**config.mk**
```make
export PLATFORM = sky130hd
export DESIGN_NAME = tring_seq
export DESIGN_NICKNAME = d
export VERILOG_FILES = /design/src/rtl/tring_pkg.sv /design/src/rtl/tring_slot_alloc.sv /design/src/rtl/tring_conv_walk.sv /design/src/rtl/tring_ser_tx.sv /design/src/rtl/tring_seq.sv
export SDC_FILE = /design/constraint.sdc
export NUM_CORES = 1
export LEC_CHECK = 0
export BUFFER_PORTS_ARGS = -buffer_cell sky130_fd_sc_hd__buf_2
export CORE_MARGIN = 5
export CORE_UTILIZATION = 40
export DETAILED_ROUTE_END_ITERATION = 6
export SYNTH_ARGS = -nofsm -noshare
export SYNTH_HDL_FRONTEND = slang
export SYNTH_SLANG_ARGS = --single-unit
```
**constraint.sdc**
```tcl
create_clock -name clk -period 13 [get_ports clk]
set_input_delay 1.95 -clock clk [delete_from_list [all_inputs] [get_ports clk]]
set_output_delay 1.95 -clock clk [all_outputs]
set_load 0.005 [all_outputs]
```
**src/rtl/tring_pkg.sv**
```systemverilog
package tring_pkg;
   typedef enum logic [1:0] {
      PH_IDLE = 2'd0,
      PH_ACQ  = 2'd1,
      PH_CONV = 2'd2,
      PH_READ = 2'd3
   } phase_t;
endpackage

```
**src/rtl/tring_slot_alloc.sv**
```systemverilog
module tring_slot_alloc #(
   parameter int DEPTH  = 16,
   parameter int NCH    = 36,
   parameter int BCID_W = 8,
   parameter int CNT_W  = $clog2(DEPTH + 1),
   parameter int IDX_W  = $clog2(DEPTH)
) (
   input  logic              clk,
   input  logic              rst_n,
   input  logic              clear,
   input  logic              acq_en,
   input  logic              bx_tick,
   input  logic [NCH-1:0]    hits,
   input  logic [IDX_W-1:0]  rd_idx,
   output logic [CNT_W-1:0]  count,
   output logic              full,
   output logic [BCID_W-1:0] rd_bcid,
   output logic [NCH-1:0]    rd_hits
);
   logic              armed;
   logic [BCID_W-1:0] bcid;
   logic              take;
   logic [BCID_W-1:0] s_bcid [DEPTH];
   logic [NCH-1:0]    s_hits [DEPTH];

   assign full = (count == CNT_W'(DEPTH));
   assign take = acq_en && armed && (|hits) && !full;

   always_ff @(posedge clk) begin
      if (!rst_n) begin
         armed <= 1'b0;
         bcid  <= '0;
         count <= '0;
      end else if (clear) begin
         armed <= 1'b1;
         bcid  <= '0;
         count <= '0;
      end else if (acq_en) begin
         if (bx_tick) begin
            armed <= 1'b1;
            bcid  <= bcid + 1'b1;
         end else if (take) begin
            armed <= 1'b0;
         end
         if (take) count <= count + 1'b1;
      end
   end

   for (genvar g = 0; g < DEPTH; g++) begin : g_slot
      always_ff @(posedge clk) begin
         if (take && count == CNT_W'(g)) begin
            s_bcid[g] <= bcid;
            s_hits[g] <= hits;
         end
      end
   end

   assign rd_bcid = s_bcid[rd_idx];
   assign rd_hits = s_hits[rd_idx];

   AST_FULL_HOLDS: assert property (@(posedge clk) disable iff (!rst_n)
      (full && !clear) |=> full);
   AST_COUNT_STEP: assert property (@(posedge clk) disable iff (!rst_n)
      !clear |=> (count == $past(count) || count == $past(count) + 1'b1));
   AST_DISARMED_HOLD: assert property (@(posedge clk) disable iff (!rst_n)
      (!armed && !clear) |=> (count == $past(count)));
   AST_BCID_STEP: assert property (@(posedge clk) disable iff (!rst_n)
      (acq_en && bx_tick && !clear) |=> (bcid == $past(bcid) + 1'b1));
endmodule

```
**src/rtl/tring_conv_walk.sv**
```systemverilog
module tring_conv_walk #(
   parameter int DEPTH = 16,
   parameter int ADC_W = 12,
   parameter int CNT_W = $clog2(DEPTH + 1),
   parameter int IDX_W = $clog2(DEPTH)
) (
   input  logic             clk,
   input  logic             rst_n,
   input  logic             start,
   input  logic [CNT_W-1:0] n,
   input  logic             conv_done,
   input  logic [ADC_W-1:0] charge,
   input  logic [ADC_W-1:0] fine,
   input  logic             gain,
   input  logic [IDX_W-1:0] rd_idx,
   output logic             conv_req,
   output logic [IDX_W-1:0] conv_slot,
   output logic             last,
   output logic [ADC_W-1:0] rd_charge,
   output logic [ADC_W-1:0] rd_fine,
   output logic             rd_gain
);
   logic             active;
   logic [IDX_W-1:0] idx;
   logic [ADC_W-1:0] r_charge [DEPTH];
   logic [ADC_W-1:0] r_fine   [DEPTH];
   logic             r_gain   [DEPTH];

   assign conv_req  = active;
   assign conv_slot = idx;
   assign last      = active && conv_done && (CNT_W'(idx) + 1'b1 == n);

   always_ff @(posedge clk) begin
      if (!rst_n) begin
         active <= 1'b0;
         idx    <= '0;
      end else if (start) begin
         active <= 1'b1;
         idx    <= '0;
      end else if (active && conv_done) begin
         if (last) active <= 1'b0;
         else      idx    <= idx + 1'b1;
      end
   end

   for (genvar g = 0; g < DEPTH; g++) begin : g_res
      always_ff @(posedge clk) begin
         if (active && conv_done && idx == IDX_W'(g)) begin
            r_charge[g] <= charge;
            r_fine[g]   <= fine;
            r_gain[g]   <= gain;
         end
      end
   end

   assign rd_charge = r_charge[rd_idx];
   assign rd_fine   = r_fine[rd_idx];
   assign rd_gain   = r_gain[rd_idx];

   AST_SLOT_IN_RANGE: assert property (@(posedge clk) disable iff (!rst_n)
      conv_req |-> (CNT_W'(conv_slot) < n));
   AST_SLOT_ADVANCE: assert property (@(posedge clk) disable iff (!rst_n)
      (conv_req && conv_done && !last && !start) |=> (conv_req && conv_slot == $past(conv_slot) + 1'b1));
endmodule

```
**src/rtl/tring_ser_tx.sv**
```systemverilog
module tring_ser_tx #(
   parameter int DEPTH = 16,
   parameter int EVW   = 69,
   parameter int ID_W  = 8,
   parameter int CNT_W = $clog2(DEPTH + 1),
   parameter int IDX_W = $clog2(DEPTH)
) (
   input  logic             clk,
   input  logic             rst_n,
   input  logic             go,
   input  logic [CNT_W-1:0] n,
   input  logic [ID_W-1:0]  chip_id,
   input  logic [EVW-1:0]   rd_word,
   output logic [IDX_W-1:0] rd_idx,
   output logic             busy,
   output logic             ser_out,
   output logic             done
);
   localparam int BL_W = $clog2(EVW + 1);

   logic [EVW-1:0]   sreg;
   logic [BL_W-1:0]  bits_left;
   logic [CNT_W-1:0] ev_next;

   assign rd_idx  = ev_next[IDX_W-1:0];
   assign ser_out = busy & sreg[EVW-1];

   always_ff @(posedge clk) begin
      if (!rst_n) begin
         busy      <= 1'b0;
         done      <= 1'b0;
         sreg      <= '0;
         bits_left <= '0;
         ev_next   <= '0;
      end else begin
         done <= 1'b0;
         if (go) begin
            if (n == '0) begin
               done <= 1'b1;
            end else begin
               busy      <= 1'b1;
               sreg      <= {chip_id, {(EVW - ID_W){1'b0}}};
               bits_left <= BL_W'(ID_W);
               ev_next   <= '0;
            end
         end else if (busy) begin
            if (bits_left == BL_W'(1)) begin
               if (ev_next < n) begin
                  sreg      <= rd_word;
                  bits_left <= BL_W'(EVW);
                  ev_next   <= ev_next + 1'b1;
               end else begin
                  busy <= 1'b0;
                  done <= 1'b1;
                  sreg <= '0;
               end
            end else begin
               sreg      <= {sreg[EVW-2:0], 1'b0};
               bits_left <= bits_left - 1'b1;
            end
         end
      end
   end

   AST_DONE_PULSE: assert property (@(posedge clk) disable iff (!rst_n)
      done |=> !done);
   AST_TOKEN_AFTER_DATA: assert property (@(posedge clk) disable iff (!rst_n)
      done |-> !busy);
   AST_BUSY_NO_RESTART: assert property (@(posedge clk) disable iff (!rst_n)
      (busy && go) |-> 1'b0);
endmodule

```
**src/rtl/tring_seq.sv**
```systemverilog
module tring_seq
   import tring_pkg::*;
#(
   parameter int DEPTH  = 16,
   parameter int NCH    = 36,
   parameter int BCID_W = 8,
   parameter int ADC_W  = 12,
   parameter int ID_W   = 8
) (
   input  logic                     clk,
   input  logic                     rst_n,
   input  logic [ID_W-1:0]          chip_id,
   input  logic                     start_acq,
   input  logic                     stop_acq,
   input  logic                     bx_tick,
   input  logic [NCH-1:0]           trig_hits,
   output logic                     conv_req,
   output logic [$clog2(DEPTH)-1:0] conv_slot,
   input  logic                     conv_done,
   input  logic [ADC_W-1:0]         conv_charge,
   input  logic [ADC_W-1:0]         conv_fine,
   input  logic                     conv_gain,
   input  logic                     token_in,
   output logic                     token_out,
   output logic                     ser_out,
   output logic                     tx_on,
   output logic                     end_readout,
   output logic                     ram_full,
   output logic                     no_trig
);
   localparam int CNT_W = $clog2(DEPTH + 1);
   localparam int IDX_W = $clog2(DEPTH);
   localparam int EVW   = BCID_W + NCH + 1 + 2 * ADC_W;

   if (DEPTH < 2) begin : g_bad_depth
      $error("tring_seq: DEPTH must be at least 2");
   end
   if (NCH < 1) begin : g_bad_nch
      $error("tring_seq: NCH must be at least 1");
   end
   if (EVW <= ID_W) begin : g_bad_evw
      $error("tring_seq: event word must be wider than chip id");
   end

   phase_t phase;
   logic [CNT_W-1:0]  count;
   logic              clear, acq_en, conv_go, conv_last, go, done;
   logic [IDX_W-1:0]  rd_idx;
   logic [BCID_W-1:0] a_bcid;
   logic [NCH-1:0]    a_hits;
   logic [ADC_W-1:0]  c_charge, c_fine;
   logic              c_gain;
   logic [EVW-1:0]    rd_word;

   assign clear   = (phase == PH_IDLE) && start_acq;
   assign acq_en  = (phase == PH_ACQ) && !stop_acq;
   assign conv_go = (phase == PH_ACQ) && stop_acq && (count != '0);
   assign go      = (phase == PH_READ) && token_in && !tx_on && !done;
   assign rd_word = {a_bcid, a_hits, c_gain, c_fine, c_charge};

   always_ff @(posedge clk) begin
      if (!rst_n) begin
         phase <= PH_IDLE;
      end else begin
         unique case (phase)
            PH_IDLE: if (start_acq) phase <= PH_ACQ;
            PH_ACQ:  if (stop_acq)  phase <= (count == '0) ? PH_READ : PH_CONV;
            PH_CONV: if (conv_last) phase <= PH_READ;
            PH_READ: if (done)      phase <= PH_IDLE;
            default:                phase <= PH_IDLE;
         endcase
      end
   end

   tring_slot_alloc #(
      .DEPTH(DEPTH), .NCH(NCH), .BCID_W(BCID_W), .CNT_W(CNT_W), .IDX_W(IDX_W)
   ) u_alloc (
      .clk(clk), .rst_n(rst_n), .clear(clear), .acq_en(acq_en),
      .bx_tick(bx_tick), .hits(trig_hits), .rd_idx(rd_idx),
      .count(count), .full(ram_full), .rd_bcid(a_bcid), .rd_hits(a_hits)
   );

   tring_conv_walk #(
      .DEPTH(DEPTH), .ADC_W(ADC_W), .CNT_W(CNT_W), .IDX_W(IDX_W)
   ) u_conv (
      .clk(clk), .rst_n(rst_n), .start(conv_go), .n(count),
      .conv_done(conv_done), .charge(conv_charge), .fine(conv_fine),
      .gain(conv_gain), .rd_idx(rd_idx), .conv_req(conv_req),
      .conv_slot(conv_slot), .last(conv_last), .rd_charge(c_charge),
      .rd_fine(c_fine), .rd_gain(c_gain)
   );

   tring_ser_tx #(
      .DEPTH(DEPTH), .EVW(EVW), .ID_W(ID_W), .CNT_W(CNT_W), .IDX_W(IDX_W)
   ) u_tx (
      .clk(clk), .rst_n(rst_n), .go(go), .n(count), .chip_id(chip_id),
      .rd_word(rd_word), .rd_idx(rd_idx), .busy(tx_on),
      .ser_out(ser_out), .done(done)
   );

   assign token_out   = done;
   assign end_readout = done;
   assign no_trig     = (count == '0);

   AST_TOKEN_IN_READ: assert property (@(posedge clk) disable iff (!rst_n)
      token_out |-> (phase == PH_READ));
   AST_CONV_IN_PHASE: assert property (@(posedge clk) disable iff (!rst_n)
      conv_req |-> (phase == PH_CONV));
   AST_TX_IN_READ: assert property (@(posedge clk) disable iff (!rst_n)
      tx_on |-> (phase == PH_READ));
   AST_IDLE_AFTER_TOKEN: assert property (@(posedge clk) disable iff (!rst_n)
      token_out |=> (phase == PH_IDLE));
   AST_START_CLEARS: assert property (@(posedge clk) disable iff (!rst_n)
      clear |=> (no_trig && !ram_full));
endmodule

```
Yosys cells after proc, flatten, opt, wreduce, memory -nomap -nowiden
Memory sizes are Yosys's and may differ from the RTL's. A register that Yosys moved wholly into a read port is not among the register bits.
Cells that the tools add are included.
Storage, ports and cells
  bits in registers: 104
  RAM bits: 1104
  output and inout bits: 11
  memories kept: 5
Memory list
  u_alloc.s_hits: words 16, width 36, rd ports 1, clocked after Yosys merged registers in 1, wr ports 1, line tring_slot_alloc.sv:24  | logic [NCH-1:0] s_hits [DEPTH];
  u_conv.r_charge: words 16, width 12, rd ports 1, clocked after Yosys merged registers in 1, wr ports 1, line tring_conv_walk.sv:25  | logic [ADC_W-1:0] r_charge [DEPTH];
  u_conv.r_fine: words 16, width 12, rd ports 1, clocked after Yosys merged registers in 1, wr ports 1, line tring_conv_walk.sv:26  | logic [ADC_W-1:0] r_fine [DEPTH];
  u_alloc.s_bcid: words 16, width 8, rd ports 1, clocked after Yosys merged registers in 1, wr ports 1, line tring_slot_alloc.sv:23  | logic [BCID_W-1:0] s_bcid [DEPTH];
  u_conv.r_gain: words 16, width 1, rd ports 1, clocked after Yosys merged registers in 1, wr ports 1, line tring_conv_walk.sv:27  | logic r_gain [DEPTH];
Cells by class
  $add $sub $neg: 6
  magnitude comparators: 1
  equality and inequality tests: 42
  multiplexer cells: 337
  bitwise logic cells: 3
  reductions and logical operators: 146
Operator list (number)
  36-bit OR reduction: 16
  36-bit two-way mux: 15
  12-bit two-way mux: 30
  12-bit OR reduction: 30
  69-bit two-way mux: 5
  4-bit two-way mux: 85
  1-bit two-way mux: 172
  8-bit two-way mux: 15
  8-bit OR reduction: 15
  1-bit logical AND: 44
  5-bit by 4-bit equality test with 1-bit output, second input constant: 8
  7-bit two-way mux: 5
  4-bit equality test, second input constant: 8
  5-bit two-way mux: 5
  5-bit by 3-bit equality test with 1-bit output, second input constant: 4
  4-bit by 3-bit equality test with 1-bit output, second input constant: 4
  1-bit OR reduction: 15
  2-bit AND reduction: 6
  2-bit nonzero test: 6
  5-bit by 1-bit adder with 5-bit output, second input constant: 2
  5-bit by 2-bit equality test with 1-bit output, second input constant: 2
  8-bit by 1-bit adder with 8-bit output, second input constant: 1
  4-bit by 2-bit equality test with 1-bit output, second input constant: 2
  2-bit two-way mux: 4
  26 further kinds: 36

Depth between registers and ports, before layout
Gate-level depths: netlist of run 1.
  word-level depth: 24
  depth in mapped cells: 10
  mapped depth without buffers: 8

Modules after synthesis
A second synthesis of run 1 with hierarchy kept.
Unflattened totals
  cells, all modules: 2209
  area total of the unflattened synthesis: 47005.1 um2
Modules (own cells, without submodules)
  tring_slot_alloc: times used 1, cells each 1115, area each 27352.5 um2, seq. area each 21420.5 um2
  tring_conv_walk: times used 1, cells each 626, area each 15552.4 um2, seq. area each 12111.6 um2
  tring_ser_tx: times used 1, cells each 440, area each 3828.7 um2, seq. area each 1661.6 um2
  tring_seq: times used 1, cells each 28, area each 271.5 um2, seq. area each 40.0 um2

Worst setup path after synthesis of run 1
OpenSTA, ideal clock, no wires.
  path type: input-to-reg
  start: input port trig_hits[6]
  end: memory u_alloc.s_bcid[0][0] (enable)
  setup time: 555 ps
  data arrival time: 6419 ps
  path slack: 6027 ps
  stages on the path: 4
  path through: nor4_1 > nand4_1 > nor3_1 > nor4_1
On the way
  cells in the longest elaborated chain, start to end: 22
  elaborated cells on any way between the ends: 96
  classes of those cells: 62 x mux; 34 x reduce/logical
RTL lines
  from (decl): line tring_seq.sv:16  | input logic [NCH-1:0] trig_hits,
  36-bit OR reduction *: line tring_slot_alloc.sv:27  | assign take = acq_en && armed && (|hits) && !full;
  1-bit logical AND * (2 in series): line tring_slot_alloc.sv:27
  1-bit logical AND: line tring_slot_alloc.sv:51  | if (take && count == CNT_W'(g)) begin
  1-bit two-way mux: line tring_slot_alloc.sv:51
  1-bit two-way mux (implied by the code): line tring_slot_alloc.sv:52  | s_bcid[g] <= bcid;
  8-bit OR reduction (no line)
  4-bit two-way mux (no line) / 1-bit two-way mux (equally long branches) (15 in series)
  to (decl): line tring_slot_alloc.sv:23
Mark *: on every way between the ends. The rest lies on a longest branch, timed or not.

Worst setup path after layout of run 1
  start: input port trig_hits[33]
  end: memory u_alloc.s_hits[1][9] (enable)
On the way
  cells in the longest elaborated chain, start to end: 22
  elaborated cells on any way between the ends: 96
  classes of those cells: 62 x mux; 34 x reduce/logical
RTL lines
  36-bit OR reduction *: line tring_slot_alloc.sv:27
  1-bit logical AND * (2 in series): line tring_slot_alloc.sv:27
  1-bit logical AND: line tring_slot_alloc.sv:51
  1-bit two-way mux: line tring_slot_alloc.sv:51
  1-bit two-way mux (implied by the code): line tring_slot_alloc.sv:53  | s_hits[g] <= hits;
  36-bit OR reduction (no line)
  4-bit two-way mux (no line) / 1-bit two-way mux (equally long branches) (15 in series)
  to (decl): line tring_slot_alloc.sv:24
Marked as above.

==> flow_summary.yaml, run 1 <==
status:
  status: "finished, final reports clean"
clocking:
  cts_tree: "yes"
  htree_levels: 3
  cts_resized: 0
  clock_latency_ns: 0.70
  clk_path_buf_depth: 3
  clk_pin_slew_ns: 0.06
  root_buffer: "clkbuf_16"
  postCtsHoldBufs: 0
  cts_sinks: 1212
  cts_buffers: 116
  post_cts_buffers: 0
place:
  gp_congestion: 0.7762
  pre_cts_slack_ns: 7.445
  hpwlAfterDp_um: 53370
  dp.cells: 3859
  port_buffers: 86
power:
  irDropWorstVdd_uv: 117.5
  p_leak_nw: 15.79
  fin_total_pwr_w: 0.007821
  power-per-cell-area_nw_per_um2: 147.9
die:
  initial_core_util_pct: 40.22
  num_rows: 125
  fp.dieW_um: 351.3
  dieArea_um2: 123400
  coreArea_um2: 115900
  ios: 87
  die_h_um: 351.3
critical_path:
  crit_path_end_kind: "flop"
  cp.arrival_ns: 5.14
  cp-endpoint: "u_alloc.s_hits[1][9]$_DFFE_PP_"
  crit_type: "in2reg"
  reg2reg_slack_ns: 9.39
  crit_start: "trig_hits[33]"
  reg2reg_to: "u_tx.sreg[63]$_SDFFE_PN0P_"
  crit_fanout: 44
  cp.required_ns: 13.33
  crit_path_start_kind: "primary input"
  r2r_cells: 7
worst_hold_path:
  hold_depth: 2
  hp-class: "reg2reg"
yosys:
  ys_warn_count: 0
  ys_types: 51
  synth_common_cells: "1,104 x edfxtp_1, 276 x mux4_2, 138 x o21ai_0"
  synth_top_area_share_pct: 71.13
  syn_area_um2: 46610
  muxShareOfSynthArea_pct: 14.86
  ys_ff_latch: 1212
  synth_area_per_cell_um2: 19.94
  async_reset_ff_share_pct: 0
  ys_top_cells_by_area: "edfxtp_1 71%, mux4_2 13%, dfxtp_1 4.6%"
  syn_inst: 2337
  synth_xor_area_share_pct: 0.3383
  synth_compound_area_share_pct: 4.494
  yosysMostFrequentCell: "edfxtp_1"
  yosys.area_share.simple_pct: 2.529
  synth-edff-count: 1104
  yosysTopAreaCell: "edfxtp_1"
  synth_top_family_by_area: "multiplexers"
  yosysSeqAreaShare_pct: 75.77
  yosys.area_share.adder_pct: 0.5906
  synth-main-ff-cell: "edfxtp_1"
  syn-num-nets: 2435
sta:
  fin_ws_ns: 8.184
  setup_tns_ns: 0
  slew_headroom_pct: 20.26
  drv_slew: 0
  rsz0062_at_grt: "no"
  setup_viol_count_final: 0
  worst_pin_slew_ns: 1.193
  hold_viol_final: 0
  skew_ns: 0.02291
  finalCritPeriodShare_pct: 37.05
  max_freq_mhz: 207.6
  layout_min_cycle_time_ns: 4.816
global_route:
  grt_max_degree: 176
  grt-ovfl-total: 0
  antenna_found_initial: 9
  grt_pass1_wl_um: 157100
  grt_pass1_vias: 23870
  grt_use_total_pct: 17.08
finish:
  syn2layout_area_growth_pct: 13.46
  drive_above_1_share_pct: 25.23
  fill_cells: 9645
  fin_util_pct: 45.63
  final_nets: 2551
  finalNonFillerCells: 4082
route:
  dr.first_iter.drc_count: 2058
  ant_nets: 0
  post_drt_via_cell_ratio: 5.631
  drc: 0
  vias: 22990
  firstDrtPassIters: 5
  wl_um: 105800
  wl_per_cell_um: 25.91
job:
  maxCapViolations: 0
==> stage by stage <==
stage	cell area (um2)	hold WS [ns]
floorplan	46610	0.4450
global placement	48970	0.4635
detailed placement	48970	0.4606
CTS	52870	0.4692
global route	52870	0.5238
finish	52880	0.4758
==> how the worst min path moves through the flow <==
stage / start / endpoint / slack (ns)
after floorplan: u_tx.bits_left[1]$_SDFFE_PN0P_ / u_tx.bits_left[1]$_SDFFE_PN0P_ / 0.44
after global placement: u_tx.bits_left[1]$_SDFFE_PN0P_ / u_tx.bits_left[1]$_SDFFE_PN0P_ / 0.46
after detailed placement: u_tx.bits_left[1]$_SDFFE_PN0P_ / u_tx.bits_left[1]$_SDFFE_PN0P_ / 0.46
after CTS: u_tx.bits_left[1]$_SDFFE_PN0P_ / u_tx.bits_left[1]$_SDFFE_PN0P_ / 0.47
after global routing: u_tx.sreg[0]$_SDFFE_PN0P_ / u_tx.sreg[0]$_SDFFE_PN0P_ / 0.52
final: u_tx.bits_left[1]$_SDFFE_PN0P_ / u_tx.bits_left[1]$_SDFFE_PN0P_ / 0.48
==> where the power goes <==
part	switching [W]	leakage, nW	internal, W
clock network	0.00144	1.91	0.00196
registers	0.00000908	10.9	0.00426
logic	0.000109	3.03	0.0000411
==> sequential cells by signal, summed over array words and instances (netlist names), named ones only <==
| name | cells |
|---|---|
| u_alloc.s_hits | 576 |
| u_tx.done | 1 |
| u_conv.r_fine | 192 |
| u_alloc.bcid | 8 |
| u_alloc.count | 5 |
| u_conv.conv_req | 1 |
| u_tx.ev_next | 5 |
| u_conv.r_charge | 192 |
| u_tx.busy | 1 |
| u_alloc.s_bcid | 128 |
| u_alloc.armed | 1 |
| u_tx.sreg | 69 |
| u_conv.r_gain | 16 |
| u_tx.bits_left | 7 |
| phase | 2 |
| u_conv.conv_slot | 4 |
==> cell type report <==
| cell class | instances | area [um2] | area share (%) |
|---|---|---|---|
| Multi-Input combinational cell | 975 | 10870 | 20.56 |
| Tap cell | 1524 | 1907 | 3.606 |
| Inverter | 17 | 63.81 | 0.1207 |
| Clock buffer | 152 | 3168 | 5.991 |
| Antenna cell | 2 | 5.005 | 0.009465 |
| Timing Repair Buffer | 131 | 793.3 | 1.500 |
| Sequential cell | 1212 | 35330 | 66.81 |
| Clock inverter | 69 | 739.5 | 1.398 |
==> per-layer routing <==
metal | track usage (%) | share of wire, %
met5 | 0 | 0.032
met4 | 4.043 | 2.0
met3 | 2.817 | 6.4
met2 | 28.70 | 49
met1 | 23.58 | 42
==> worst max-delay path, cell delays in order <==
cell	delay [ns]
buf_2	0.20
nor4_1	0.87
nand4_1	0.25
nor3_1	0.78
nor3_1	0.22
nand2_1	0.34
nor3_2	0.06
buf_4	0.41
==> kinds of logic after synthesis <==
group / Yosys count
AND/OR/NAND/NOR: 259
XOR/XNOR: 18
adder cells (fa/ha/maj): 22
AO/OA/AOI/OAI: 329
multiplexers: 347
flip-flops: 1212
buffers and inverters: 150
==> layout by cell type, fill, tap and decap left out, drive strengths merged, types with 7 or more instances in the layout <==
| cell | synthesis | layout |
|---|---|---|
| edfxtp | 1104 | 1104 |
| mux4 | 276 | 276 |
| o21ai | 153 | 153 |
| clkbuf | 80 | 152 |
| buf | 53 | 131 |
| a22oi | 130 | 130 |
| nand2 | 122 | 122 |
| dfxtp | 108 | 108 |
| mux2i | 70 | 70 |
| nor2 | 59 | 59 |
| clkinv | 0 | 45 |
| a21oi | 22 | 22 |
| ha | 22 | 22 |
| inv | 17 | 21 |
| nand3 | 18 | 18 |
| bufinv | 0 | 12 |
| nor4 | 12 | 12 |
| xnor2 | 11 | 11 |
| nor3 | 11 | 11 |
| clkinvlp | 0 | 8 |
| xor2 | 7 | 7 |
| nor2b | 7 | 7 |
| and2 | 7 | 7 |
Note: power is estimated with default switching activity, not from simulation.
==> inputs of run 2 (changes only) <==
==> constraint.sdc (replaced) <==
create_clock -name clk -period 4.12 [get_ports clk]
set_input_delay 0.618 -clock clk [delete_from_list [all_inputs] [get_ports clk]]
set_output_delay 0.618 -clock clk [all_outputs]
set_load 0.005 [all_outputs]
==> run 2 against run 1 <==
Net effect: the flow now finishes with violations (DRC); register-to-register slack got worse by 8.2 ns; die area did not move; clock skew rose by 0.023 ns; sequential power rose to 3.2 times the previous value; critical path depth rose by 3; critical path type unchanged.
==> flow_summary.yaml, run 2 (synthesized netlist as in run 1, its figures left out) <==
critical_path:
  reg2reg_slack_ns: 1.21
  crit_fanout: 18
  cp.arrival_ns: 3.70
  crit_path_end_kind: "flop"
  crit_type: "in2reg"
  r2r_cells: 7
  reg2reg_to: "u_tx.bits_left[4]$_SDFFE_PN0P_"
  crit_path_start_kind: "primary input"
  reg2reg_from: "u_alloc.count[2]$_SDFFE_PP0P_"
  cp.required_ns: 4.56
die:
  dieArea_um2: 123400
  initial_core_util_pct: 40.22
  die_h_um: 351.3
  ios: 87
  num_rows: 125
  coreArea_um2: 115900
  fp.dieW_um: 351.3
place:
  hpwlAfterDp_um: 60290
  gp_congestion: 0.7688
  dp.cells: 3902
  port_buffers: 86
sta:
  rsz0062_at_grt: "no"
  worst_pin_slew_ns: 1.152
  hold_viol_final: 0
  setup_tns_ns: 0
  drv_slew: 0
  slew_headroom_pct: 22.99
  skew_ns: 0.04628
  max_freq_mhz: 305.9
  finalCritPeriodShare_pct: 79.35
  layout_min_cycle_time_ns: 3.269
  setup_viol_count_final: 0
worst_hold_path:
  hold_depth: 3
  hold_path_startpoint: "stop_acq"
  hold_end: "u_conv.conv_req$_SDFFE_PN0P_"
  hp-class: "in2reg"
route:
  wl_per_cell_um: 25.92
  firstDrtPassIters: 7
  ant_nets: 0
  post_drt_via_cell_ratio: 5.578
  vias: 23020
  dr.first_iter.drc_count: 2182
  wl_um: 107000
  drc: 21
global_route:
  grt_pass1_vias: 23770
  antenna_found_initial: 10
  grt_pass1_wl_um: 157700
  grt-ovfl-total: 0
  grt_use_total_pct: 17.29
  grt_max_degree: 73
job:
  maxCapViolations: 0
clocking:
  cts_resized: 0
  clock_latency_ns: 0.73
  htree_levels: 3
  cts_sinks: 1212
  cts_buffers: 119
  clk_pin_slew_ns: 0.06
  post_cts_buffers: 0
  clk_path_buf_depth: 3
  cts_tree: "yes"
  postCtsHoldBufs: 0
  root_buffer: "clkbuf_16"
power:
  p_leak_nw: 16.06
  irDropWorstVdd_uv: 323.8
  power-per-cell-area_nw_per_um2: 462.9
finish:
  largest_reg_flops: 576
  final_common_cell: "edfxtp_1"
  layout_common_cells: "1,104 x edfxtp_1, 276 x mux4_2, 138 x o21ai_0, 130 x a22oi_1"
  final_nets: 2597
  top_register: "u_alloc.s_hits"
  drive_above_1_share_pct: 26.12
  largestRegisters: "u_alloc.s_hits x576, u_conv.r_charge x192, u_conv.r_fine x192"
  finalNonFillerCells: 4127
  syn2layout_area_growth_pct: 15.25
status:
  violations: "DRC"
  status: "finished, violations left"
==> run 2: worst max-delay path: stages <==
cell and delay, ns:
buf_2 0.20, nor4_1 0.87, buf_4 0.29, nand4_1 0.14
buf_4 0.21, nor3_1 0.36, buf_4 0.22, nor3_1 0.09
nand2_1 0.33, nor2_4 0.15, buf_12 0.20
==> run 2: worst max path at each step <==
stage	slack [ns]	start	end	cells after the start
2_1_floorplan	0.28	u_alloc.count[2]$_SDFFE_PP0P_	u_alloc.s_bcid[0][0]$_DFFE_PP_	4
3_3_place_gp	0.08	trig_hits[33]	u_alloc.s_hits[9][9]$_DFFE_PP_	11
3_5_place_dp	0.13	trig_hits[33]	u_alloc.s_hits[9][7]$_DFFE_PP_	11
4_1_cts	0.86	trig_hits[33]	u_alloc.s_hits[9][1]$_DFFE_PP_	11
5_1_grt	0.82	trig_hits[33]	u_alloc.s_bcid[9][0]$_DFFE_PP_	11
6_report	0.85	trig_hits[33]	u_alloc.s_bcid[9][0]$_DFFE_PP_	11
==> run 2: final cells by class <==
type	count	area (um2)
flip-flops and latches	1212	35330
repair buffers	174	1516
multi-input cells	975	10900
diodes	3	7.507
fillers	9517	62180
clock buffers	155	3237
well taps	1524	1907
clock inverters	67	752.0
inverters	17	63.81
==> run 2: power breakdown <==
group / total (W) / switching [W] / internal [W]
clock: 0.0109 / 0.00454 / 0.00636
sequential: 0.0135 / 0.0000307 / 0.0134
combinational: 0.000504 / 0.000360 / 0.000144
==> run 2: routing by layer <==
metal / GRT usage, % / vias to the layer above / share of wire, %
li1: - / 9956 / -
met1: 22.68 / 12160 / 41
met2: 29.50 / 735 / 50
met3: 4.074 / 162 / 7.0
met4: 4.051 / 8 / 2.1
met5: 0 / - / 0.032
==> run 2: per-stage QoR <==
stage | worst slack, ns | util (%) | power, W | instance area [um2] | hold slack (ns)
5_1_grt | 0.8213 | 46.34 | 0.02569 | 53710 | 0.2385
6_report | 0.8507 | 46.35 | 0.02486 | 53710 | 0.2648
4_1_cts | 0.8570 | 46.34 | 0.02511 | 53710 | 0.2100
2_1_floorplan | 0.2764 | - | 0.01393 | 46630 | 0.4450
3_3_place_gp | 0.08152 | 42.90 | 0.01420 | 49720 | 0.4602
3_5_place_dp | 0.1258 | 42.90 | 0.01422 | 49720 | 0.4707
